File: src/rtl/pio_status_pkg.sv
package pio_status_pkg;
  localparam int unsigned STAT_W  = 8;
  localparam int unsigned NUM_DIR = 2;
  localparam int unsigned DIR_PLAY = 0;
  localparam int unsigned DIR_CAP  = 1;

  typedef struct packed {
    logic [NUM_DIR-1:0] step;
    logic [NUM_DIR-1:0] rewind;
  } ptrCmd_t;
endpackage

File: src/rtl/pio_frame_ptr.sv
module pio_frame_ptr (
  input  logic clk,
  input  logic rstN,
  input  logic wide,
  input  logic stereo,
  input  logic step,
  input  logic rewind,
  output logic upperBit,
  output logic leftBit,
  output logic atLast
);
  logic byteHi;
  logic chanRight;

  assign atLast   = (!wide | byteHi) & (!stereo | chanRight);
  assign upperBit = !wide | byteHi;
  assign leftBit  = !stereo | !chanRight;

  always_ff @(posedge clk) begin
    if (!rstN || rewind) begin
      byteHi    <= 1'b0;
      chanRight <= 1'b0;
    end else if (step) begin
      if (wide && !byteHi) begin
        byteHi <= 1'b1;
      end else begin
        byteHi <= 1'b0;
        if (stereo && !chanRight) chanRight <= 1'b1;
        else                      chanRight <= 1'b0;
      end
    end
  end
endmodule

File: src/rtl/pio_status_ctrl.sv
module pio_status_ctrl
  import pio_status_pkg::*;
(
  input  logic    clk,
  input  logic    rstN,
  input  logic    hostWr,
  input  logic    playTick,
  input  logic    capTick,
  input  logic    playDataWr,
  input  logic    capDataRd,
  input  logic    dmaUnderflow,
  input  logic    playLast,
  input  logic    capLast,
  output ptrCmd_t cmd,
  output logic    playRdy,
  output logic    capRdy,
  output logic    overrun,
  output logic    underrun,
  output logic    intFlag
);
  always_comb begin
    cmd = '0;
    cmd.rewind[DIR_PLAY] = playTick & playRdy;
    cmd.step[DIR_PLAY]   = !playTick & playDataWr & playRdy;
    cmd.rewind[DIR_CAP]  = capTick;
    cmd.step[DIR_CAP]    = !capTick & capDataRd & capRdy;
  end

  always_ff @(posedge clk) begin
    if (!rstN) begin
      playRdy  <= 1'b0;
      underrun <= 1'b0;
    end else if (playTick) begin
      if (playRdy) begin
        underrun <= 1'b1;
      end else begin
        playRdy  <= 1'b1;
        underrun <= 1'b0;
      end
    end else if (cmd.step[DIR_PLAY] && playLast) begin
      playRdy <= 1'b0;
    end
  end

  always_ff @(posedge clk) begin
    if (!rstN) begin
      capRdy  <= 1'b0;
      overrun <= 1'b0;
    end else if (capTick) begin
      overrun <= capRdy;
      capRdy  <= 1'b1;
    end else if (cmd.step[DIR_CAP] && capLast) begin
      capRdy <= 1'b0;
    end
  end

  always_ff @(posedge clk) begin
    if (!rstN)             intFlag <= 1'b0;
    else if (dmaUnderflow) intFlag <= 1'b1;
    else if (hostWr)       intFlag <= 1'b0;
  end
endmodule

File: src/rtl/pio_status_datapath.sv
module pio_status_datapath
  import pio_status_pkg::*;
(
  input  logic              clk,
  input  logic              rstN,
  input  logic              hostRd,
  input  logic              fmtWide,
  input  logic              fmtStereo,
  input  logic              intEnable,
  input  ptrCmd_t           cmd,
  input  logic              playRdy,
  input  logic              capRdy,
  input  logic              overrun,
  input  logic              underrun,
  input  logic              intFlag,
  output logic              playLast,
  output logic              capLast,
  output logic [STAT_W-1:0] statusByte,
  output logic [STAT_W-1:0] rdData,
  output logic              intPin
);
  logic [NUM_DIR-1:0] upperBits;
  logic [NUM_DIR-1:0] leftBits;
  logic [NUM_DIR-1:0] lastBits;

  for (genvar d = 0; d < NUM_DIR; d++) begin : g_ptr
    pio_frame_ptr u_ptr (
      .clk      (clk),
      .rstN     (rstN),
      .wide     (fmtWide),
      .stereo   (fmtStereo),
      .step     (cmd.step[d]),
      .rewind   (cmd.rewind[d]),
      .upperBit (upperBits[d]),
      .leftBit  (leftBits[d]),
      .atLast   (lastBits[d])
    );
  end

  assign playLast = lastBits[DIR_PLAY];
  assign capLast  = lastBits[DIR_CAP];

  assign statusByte = {upperBits[DIR_CAP], leftBits[DIR_CAP], capRdy,
                       overrun | underrun,
                       upperBits[DIR_PLAY], leftBits[DIR_PLAY], playRdy,
                       intFlag};

  assign intPin = intFlag & intEnable;

  always_ff @(posedge clk) begin
    if (!rstN)       rdData <= '0;
    else if (hostRd) rdData <= statusByte;
  end
endmodule

File: src/rtl/pio_xfer_status.sv
module pio_xfer_status
  import pio_status_pkg::*;
(
  input  logic              clk,
  input  logic              rstN,
  input  logic              hostRd,
  input  logic              hostWr,
  input  logic              playTick,
  input  logic              capTick,
  input  logic              playDataWr,
  input  logic              capDataRd,
  input  logic              fmtWide,
  input  logic              fmtStereo,
  input  logic              dmaUnderflow,
  input  logic              intEnable,
  output logic [STAT_W-1:0] statusByte,
  output logic [STAT_W-1:0] rdData,
  output logic              intPin,
  output logic              overrunFlag,
  output logic              underrunFlag
);
  ptrCmd_t cmd;
  logic    playRdy, capRdy, intFlag, playLast, capLast;

  pio_status_ctrl u_ctrl (
    .clk          (clk),
    .rstN         (rstN),
    .hostWr       (hostWr),
    .playTick     (playTick),
    .capTick      (capTick),
    .playDataWr   (playDataWr),
    .capDataRd    (capDataRd),
    .dmaUnderflow (dmaUnderflow),
    .playLast     (playLast),
    .capLast      (capLast),
    .cmd          (cmd),
    .playRdy      (playRdy),
    .capRdy       (capRdy),
    .overrun      (overrunFlag),
    .underrun     (underrunFlag),
    .intFlag      (intFlag)
  );

  pio_status_datapath u_dp (
    .clk        (clk),
    .rstN       (rstN),
    .hostRd     (hostRd),
    .fmtWide    (fmtWide),
    .fmtStereo  (fmtStereo),
    .intEnable  (intEnable),
    .cmd        (cmd),
    .playRdy    (playRdy),
    .capRdy     (capRdy),
    .overrun    (overrunFlag),
    .underrun   (underrunFlag),
    .intFlag    (intFlag),
    .playLast   (playLast),
    .capLast    (capLast),
    .statusByte (statusByte),
    .rdData     (rdData),
    .intPin     (intPin)
  );
endmodule

File: config.mk
export PLATFORM = sky130hd
export DESIGN_NAME = pio_xfer_status
export DESIGN_NICKNAME = d
export VERILOG_FILES = /design/src/rtl/pio_status_pkg.sv /design/src/rtl/pio_frame_ptr.sv /design/src/rtl/pio_status_ctrl.sv /design/src/rtl/pio_status_datapath.sv /design/src/rtl/pio_xfer_status.sv
export SDC_FILE = /design/constraint.sdc
export NUM_CORES = 1
export LEC_CHECK = 0
export ABC_AREA = 1
export ABC_CLOCK_PERIOD_IN_PS = 1150
export BUFFER_PORTS_ARGS = -buffer_cell sky130_fd_sc_hd__buf_2
export CAP_MARGIN = 20
export CORE_ASPECT_RATIO = 1.2
export CORE_UTILIZATION = 25
export DETAILED_ROUTE_END_ITERATION = 8
export GPL_TIMING_DRIVEN = 0
export HOLD_SLACK_MARGIN = 0.15
export PLACE_DENSITY_LB_ADDON = 0.12
export SLEW_MARGIN = 20
export SYNTH_ARGS = -nofsm -noshare
export SYNTH_HDL_FRONTEND = slang
export SYNTH_SLANG_ARGS = --single-unit
File: constraint.sdc
create_clock -name clk -period 1.15 [get_ports clk]
set_input_delay 0 -clock clk [delete_from_list [all_inputs] [get_ports clk]]
set_output_delay 0 -clock clk [all_outputs]
set_load 0.03 [all_outputs]
==> results of run 1 <==
[stage by stage]
step / util / setup TNS, ns / hold WS (ns) / setup slack (ns) / total power, mW
floorplan: - / 0 / 0.110 / 0.265 / 0.832
global placement: 0.331 / 0 / 0.213 / 0.164 / 0.915
detailed placement: 0.331 / 0 / 0.225 / 0.159 / 0.918
CTS: 0.373 / 0 / 0.0858 / 0.0346 / 1.27
global route: 0.375 / -0.00779 / 0.0933 / -0.00438 / 1.32
finish: 0.375 / 0 / 0.0561 / 0.0757 / 1.25
[report_power, final]
| group | switching, mW | internal [mW] |
|---|---|---|
| Sequential | 0.0228 | 0.623 |
| Combinational | 0.172 | 0.109 |
| Clock | 0.185 | 0.135 |
| Total | 0.380 | 0.866 |
[layer usage]
layer  routed length (um)  track usage  vias to the layer above  part of all wire
met4                   21       0.0734                        0             0.012
met5                    0            0                        -                 0
met3                   77       0.0247                        2             0.045
met1                  858        0.157                      325              0.50
li1                     -            -                      388                 -
met2                  763        0.205                       19              0.44
[worst min-delay path, delay by kind of cell]
kind / cells / cell delay (ns)
AO/OA/AOI/OAI: 1 / 0.07
buffers and inverters: 2 / 0.14
AND/OR/NAND/NOR: 1 / 0.09
[final timing paths]
check | slack, ns | depth (start not counted) | end
setup / recovery | 0.08 | 4 | statusByte[7]
setup reg to reg | 0.14 | 4 | u_dp.g_ptr[1].u_ptr.chanRight
hold reg to reg | 0.48 | 2 | u_ctrl.underrun
hold / removal | 0.06 | 4 | u_dp.rdData[7]
[sequential cells by signal (all words and copies together), names as in the netlist]
| name | count |
|---|---|
| u_ctrl.capRdy | 1 |
| u_ctrl.intFlag | 1 |
| u_ctrl.overrun | 1 |
| u_ctrl.playRdy | 1 |
| u_ctrl.underrun | 1 |
| u_dp.g_ptr.u_ptr.byteHi | 2 |
| u_dp.g_ptr.u_ptr.chanRight | 2 |
| u_dp.rdData | 8 |
[repair_timing]
action,CTS,global route
setup endpoints to repair,0,3
gates resized for setup,0,2
buffers inserted,0,0
hold endpoints to repair,17,1
[cell families after synthesis]
logic type,Yosys count,share of synthesized area
compound gates,23,0.166
simple gates,33,0.204
flops,17,0.467
buf+inv,24,0.163
[area by class of cell]
| class | count | area (sq um) |
|---|---|---|
| tap | 34 | 42.5 |
| buffer | 9 | 62.6 |
| multi-input combinational | 56 | 275 |
| inverter | 15 | 56.3 |
| timing repair buffer | 39 | 240 |
| clock buffer | 4 | 26.3 |
| sequential | 17 | 342 |
| fill | 332 | 1740 |
[synth_stat cells]
| master | instances |
|---|---|
| o21ai_1 | 3 |
| nor3b_2 | 1 |
| nand2_2 | 1 |
| nor2_2 | 2 |
| o21ai_0 | 9 |
| nor3_2 | 1 |
| inv_1 | 12 |
| a21oi_1 | 7 |
| nor2_1 | 15 |
| o21a_1 | 1 |
| buf_4 | 7 |
| nand3_1 | 2 |
| buf_2 | 2 |
| nand2_1 | 11 |
| dfxtp_1 | 17 |
| a31oi_1 | 3 |
| inv_2 | 3 |
[layout by cell type, fill, tap and decap left out, drive strengths merged]
cell type / instances
inv: 15
clkbuf: 4
nor2: 17
nor3: 1
dlygate4sd3: 9
nor3b: 1
a21oi: 7
nand2: 12
o21a: 1
dfxtp: 17
buf: 39
a31oi: 3
o21ai: 12
nand3: 2
==> summary.md, run 1 <==
| Metric | Value |
|---|---|
| Status | `finished clean` |
| DP Wirelength | `1260 um` |
| Final non-filler cell total | `174` |
| Share of layout cells above drive strength 1 | `0.364` |
| CTS max path bufs | `2` |
| Post-DRT Antenna Nets | `0` |
| Slew HR | `0.859` |
| First-pass GRT wire length | `2890 um` |
| Startpoint of the worst hold path | `fmtWide` |
| Critical path origin | `u_dp.g_ptr[1].u_ptr.byteHi` |
| Fin crit share | `0.934` |
| Critical path arrival | `1.07 ns` |
| Die footprint | `3140 sq um` |
| Row cnt | `21` |
| CORE AREA | `~2800 sq um` |
| DRC viols | `0` |
| Synth Warn # | `0` |
| Number of synthesized register bits | `17` |
| Post-synth top area cell | `dfxtp_1` |
| Synth Instances | `97` |
| P_leak | `0.535 nW` |
| Worst endpoint required time | `1.15 ns` |
| Peak VDD IR | `roughly 0.45 mV` |
| Critical-path cell list | `nor2_4 -> inv_1 -> buf_4 -> buf_2` |
| Crit Path Max Fanout | `3` |
| IO Port Bufs | `30` |
| Clock Skews | `0.00381 ns` |
| Cell Area, Placed | `922 sq um` |
| Post-route cell area | `1040 sq um` |
| Max stage delay on crit path | `approximately 0.35 ns` |
| Global route total overflow | `0` |
| Total routed wirelength | `1720 um` |
| CTS tree | `done` |
| Starting Density | `0.262` |
| CTS sink cnt | `17` |
| Placed cells | `161` |
| CP Class | `register to output port` |
| Root cell of the clock tree | `clkbuf_4` |
| Final Hold Viols | `0` |
| RSZ-0062 raised after global routing | `yes` |
| PD cells | `1190 nW/um^2` |
| Synth top area cells | `dfxtp_1, nor2_1, buf_4, o21ai_0, inv_1` |
| H-tree depth | `1` |
| Mean post-synth cell area | `between 7 and 8 sq um` |
| Vias in the first global route | `661` |
| Yosys top cell area share | `0.467` |
| Synthesized Nets | `109` |
| Max Cap Viol | `0` |
| Die width | `approximately 51 um` |
| Synth unique cells | `17` |
| Worst Tran Pin Value | `0.212 ns` |
| Worst Hold Class | `primary input to register` |
| Via count | `around 730` |
| Period minus WS final | `around 1.1 ns` |
| Clock Pin Slew Worst Setup and Hold Paths | `~0.10 ns` |
| Slew Viols, Final | `0` |
| Setup crit end kind | `output port` |
| TritonRoute pass-1 iters | `4` |
| Vias per inst | `4.22` |
| CP startpoint kind | `register` |
| Cts bufs inserted | `3` |
| Area delta synth->final | `43.2%` |
| CP Buf/Inv Count | `3` |
| GRT Overall Usage | `0.126` |
| Final setup viols | `0` |
| Post-synthesis sequential area ratio | `0.467` |
| Post-cts hold buffer count | `9` |
| Reg-to-Reg Start | `u_ctrl.capRdy` |
| Iteration-0 DRC Markers | `11` |
| Number of I/O pins | `31` |
| Largest net degree at the start of global routing | `11` |
| Clk_lat worst skew | `around 0.28 ns` |
| WL/cell | `~10 um` |
| Initial antenna violation count | `0` |
| # diodes | `0` |
| Critical path's top delay family | `flip-flops` |
| Die Height | `about 60 um` |
| GPL Wtd Cong | `around 0.7` |
| Worst path slowest cell | `dfxtp_2` |
| Fmax | `931 MHz` |
| Netlist Area Pre-Place | `729 sq um` |
| Post-layout net count | `153` |
No activity file was read; power rests on OpenSTA's default activity.
==> inputs of run 2 (changes only) <==
Settings changed: REMOVE_ABC_BUFFERS from default to 1.
==> summary.md, run 2 (synthesis results as in run 1) <==
| Metric | Value |
|---|---|
| Total routed wirelength | `1660 um (-3.5%)` |
| Worst endpoint required time | `1.34 ns (+0.19 ns)` |
| Die width | `51.3 um (unchanged)` |
| Peak VDD IR | `0.406 mV (-9.7%)` |
| DP Wirelength | `1190 um (-5.6%)` |
| H-tree depth | `1 (unchanged)` |
| Worst path slowest cell | `dfxtp_1` |
| Worst Tran Pin Value | `0.236 ns (+0.0244 ns)` |
| Sw frac | `0.305 (+0.000370)` |
| GPL Wtd Cong | `0.728 (+3.8%)` |
| CP Buf/Inv Count | `0 (-3)` |
| Met1 usage | `0.129 (-0.0289)` |
| Row cnt | `21 (unchanged)` |
| CP most frequent cell | `nor2_1` |
| Critical path's top delay family | `flip-flops` |
| Max stage delay on crit path | `0.43 ns (+0.08 ns)` |
| Starting Density | `0.262 (unchanged)` |
| Status | `finished clean` |
| GRT Overall Usage | `0.112 (-0.0142)` |
| Via count | `695 (-5.3%)` |
| Final Hold Viols | `0 (unchanged)` |
| Total negative setup slack | `0 ns (unchanged)` |
| Post-layout net count | `145 (-5.2%)` |
| Max Cap Viol | `0 (unchanged)` |
| CTS sink cnt | `17 (unchanged)` |
| Area delta synth->final | `35.2%` |
| CP Class | `register to register` |
| Share of layout cells above drive strength 1 | `0.311 (-0.0537)` |
| Vias per inst | `4.19 (-0.75%)` |
| Setup WS post-layout | `0.0995 ns (+0.0238 ns)` |
| Cts bufs inserted | `3 (unchanged)` |
| Global route total overflow | `0 (unchanged)` |
| Crit Path Max Fanout | `5 (+2)` |
| TritonRoute pass-1 iters | `4 (unchanged)` |
| Root cell of the clock tree | `clkbuf_4` |
| Fmax | `952 MHz (+2.3%)` |
| Vias in the first global route | `588 (-11%)` |
| CTS tree | `done` |
| Power Internal | `0.851 mW (-1.7%)` |
| Setup crit end kind | `register` |
| Most common cell after layout, fill and taps aside | `buf_2` |
| RSZ-0062 raised after global routing | `no` |
| Final setup viols | `0 (unchanged)` |
| Largest net degree at the start of global routing | `15 (+4)` |
| Period minus WS final | `1.05 ns (-0.0238 ns)` |
| Comb pwr share | `0.212 (-0.013)` |
| Post-DRT Antenna Nets | `0 (unchanged)` |
| Initial antenna violation count | `0 (unchanged)` |
| Layer with the highest usage | `met2` |
| IO Port Bufs | `30 (unchanged)` |
| PostCTS Resize Cnt | `0 (unchanged)` |
| Max reg flops | `8 (unchanged)` |
| Iteration-0 DRC Markers | `17 (+6)` |
| Pre-CTS WS | `0.112 ns (-0.0468 ns)` |
| WL/cell | `9.99 um (+1.1%)` |
| Switching power of the nets | `0.374 mW (-1.5%)` |
| Number of I/O pins | `31 (unchanged)` |
| Critical-path cell list | `nand3_1 -> nor2_1 -> o21a_1 -> nor2_1` |
| P_leak | `0.496 nW (-7.2%)` |
| Clock Pin Slew Worst Setup and Hold Paths | `0.10 ns (about the same)` |
| Fin crit share | `0.913 (-0.0207)` |
| Grt met3 use | `0.0247 (unchanged)` |
| Largest regs | `u_dp.rdData (8), u_dp.g_ptr.u_ptr.byteHi (2), u_dp.g_ptr.u_ptr.chanRight (2)` |
| Slew HR | `0.842 (-0.0163)` |
| Die footprint | `3140 sq um (unchanged)` |
| Met2 Track Usage GR | `0.186 (-0.0188)` |
| # diodes | `0 (unchanged)` |
| Largest Register | `u_dp.rdData` |
| Die Height | `61.2 um (unchanged)` |
| Clk_lat worst skew | `0.29 ns (about the same)` |
| Critical path arrival | `1.25 ns (+0.18 ns)` |
| CTS max path bufs | `2 (unchanged)` |
| Sequential power share | `0.528 (+0.010)` |
| DRC viols | `0 (unchanged)` |
| PD cells | `1240 nW/um^2 (+4.2%)` |
| Commonest non-fill, non-tap cells in the layout | `buf_2, dfxtp_1, nor2_1` |
| CP startpoint kind | `register` |
| CORE AREA | `2790 sq um (unchanged)` |
| Worst Hold Class | `primary input to output port` |
| Tot Pwr | `1.23 mW (-1.7%)` |
| Slew Viols, Final | `0 (unchanged)` |
| First-pass GRT wire length | `2500 um (-13%)` |
| Clock Skews | `0.00648 ns (+0.00267 ns)` |
| Clock power frac | `0.260 (+0.003)` |
==> run 2: changes by cell type in the layout (fill, tap and decap cells not counted), sizes merged <==
cell and delta:
buf -9, dlygate4sd3 +1
==> run 2: per-stage QoR <==
step	hold WS (ns)	instances	util	area, sq um
4_1_cts	0.338	166	0.354	986
5_1_grt	0.359	166	0.354	986
3_3_place_gp	0.213	152	0.309	860
3_5_place_dp	0.223	152	0.309	860
6_report	0.346	166	0.354	986
2_1_floorplan	0.0894	88	-	667
==> run 2: area by class of cell <==
| cell class | count | area (sq um) |
|---|---|---|
| timing repair buffer | 40 | 250 |
| sequential | 17 | 340 |
| clock buffer | 4 | 26.3 |
| fill | 334 | 1800 |
| multi-input combinational | 56 | 270 |
| inverter | 15 | 56.3 |
| tap | 34 | 42.5 |
==> run 2: worst paths after layout <==
kind | depth (start not counted) | to | startpoint | slack [ns]
min reg2reg | 2 | u_ctrl.underrun | u_ctrl.underrun | 0.49
min | 4 | intPin | intEnable | 0.35
max | 4 | u_dp.g_ptr[1].u_ptr.chanRight | u_ctrl.capRdy | 0.1
max reg2reg | 4 | u_dp.g_ptr[1].u_ptr.chanRight | u_ctrl.capRdy | 0.1
==> run 2: timing repair <==
action / in CTS / in global routing
endpoints found under the hold margin: 17 / 0
buffers inserted: 0 / 0
hold buffers: 10 / 0
==> run 2: power by group through the flow <==
stage               combinational (mW)  clock, mW  sequential [mW]
floorplan                       0.0872          0            0.719
global placement                 0.234          0            0.660
detailed placement               0.235          0            0.661
CTS                              0.261      0.336            0.648
global route                     0.285      0.348            0.652
finish                           0.259      0.319            0.647
==> run 2: per-layer routing <==
metal  wire length (um)  share of wire
met5                  0              0
met4                 31          0.019
met3                 73          0.044
met2                791           0.48
met1                762           0.46
==> run 2: tightest hold or removal path, delay by kind of cell <==
family / cells / cell delay [ns]
buf+inv: 3 / 0.29
simple gates: 1 / 0.05
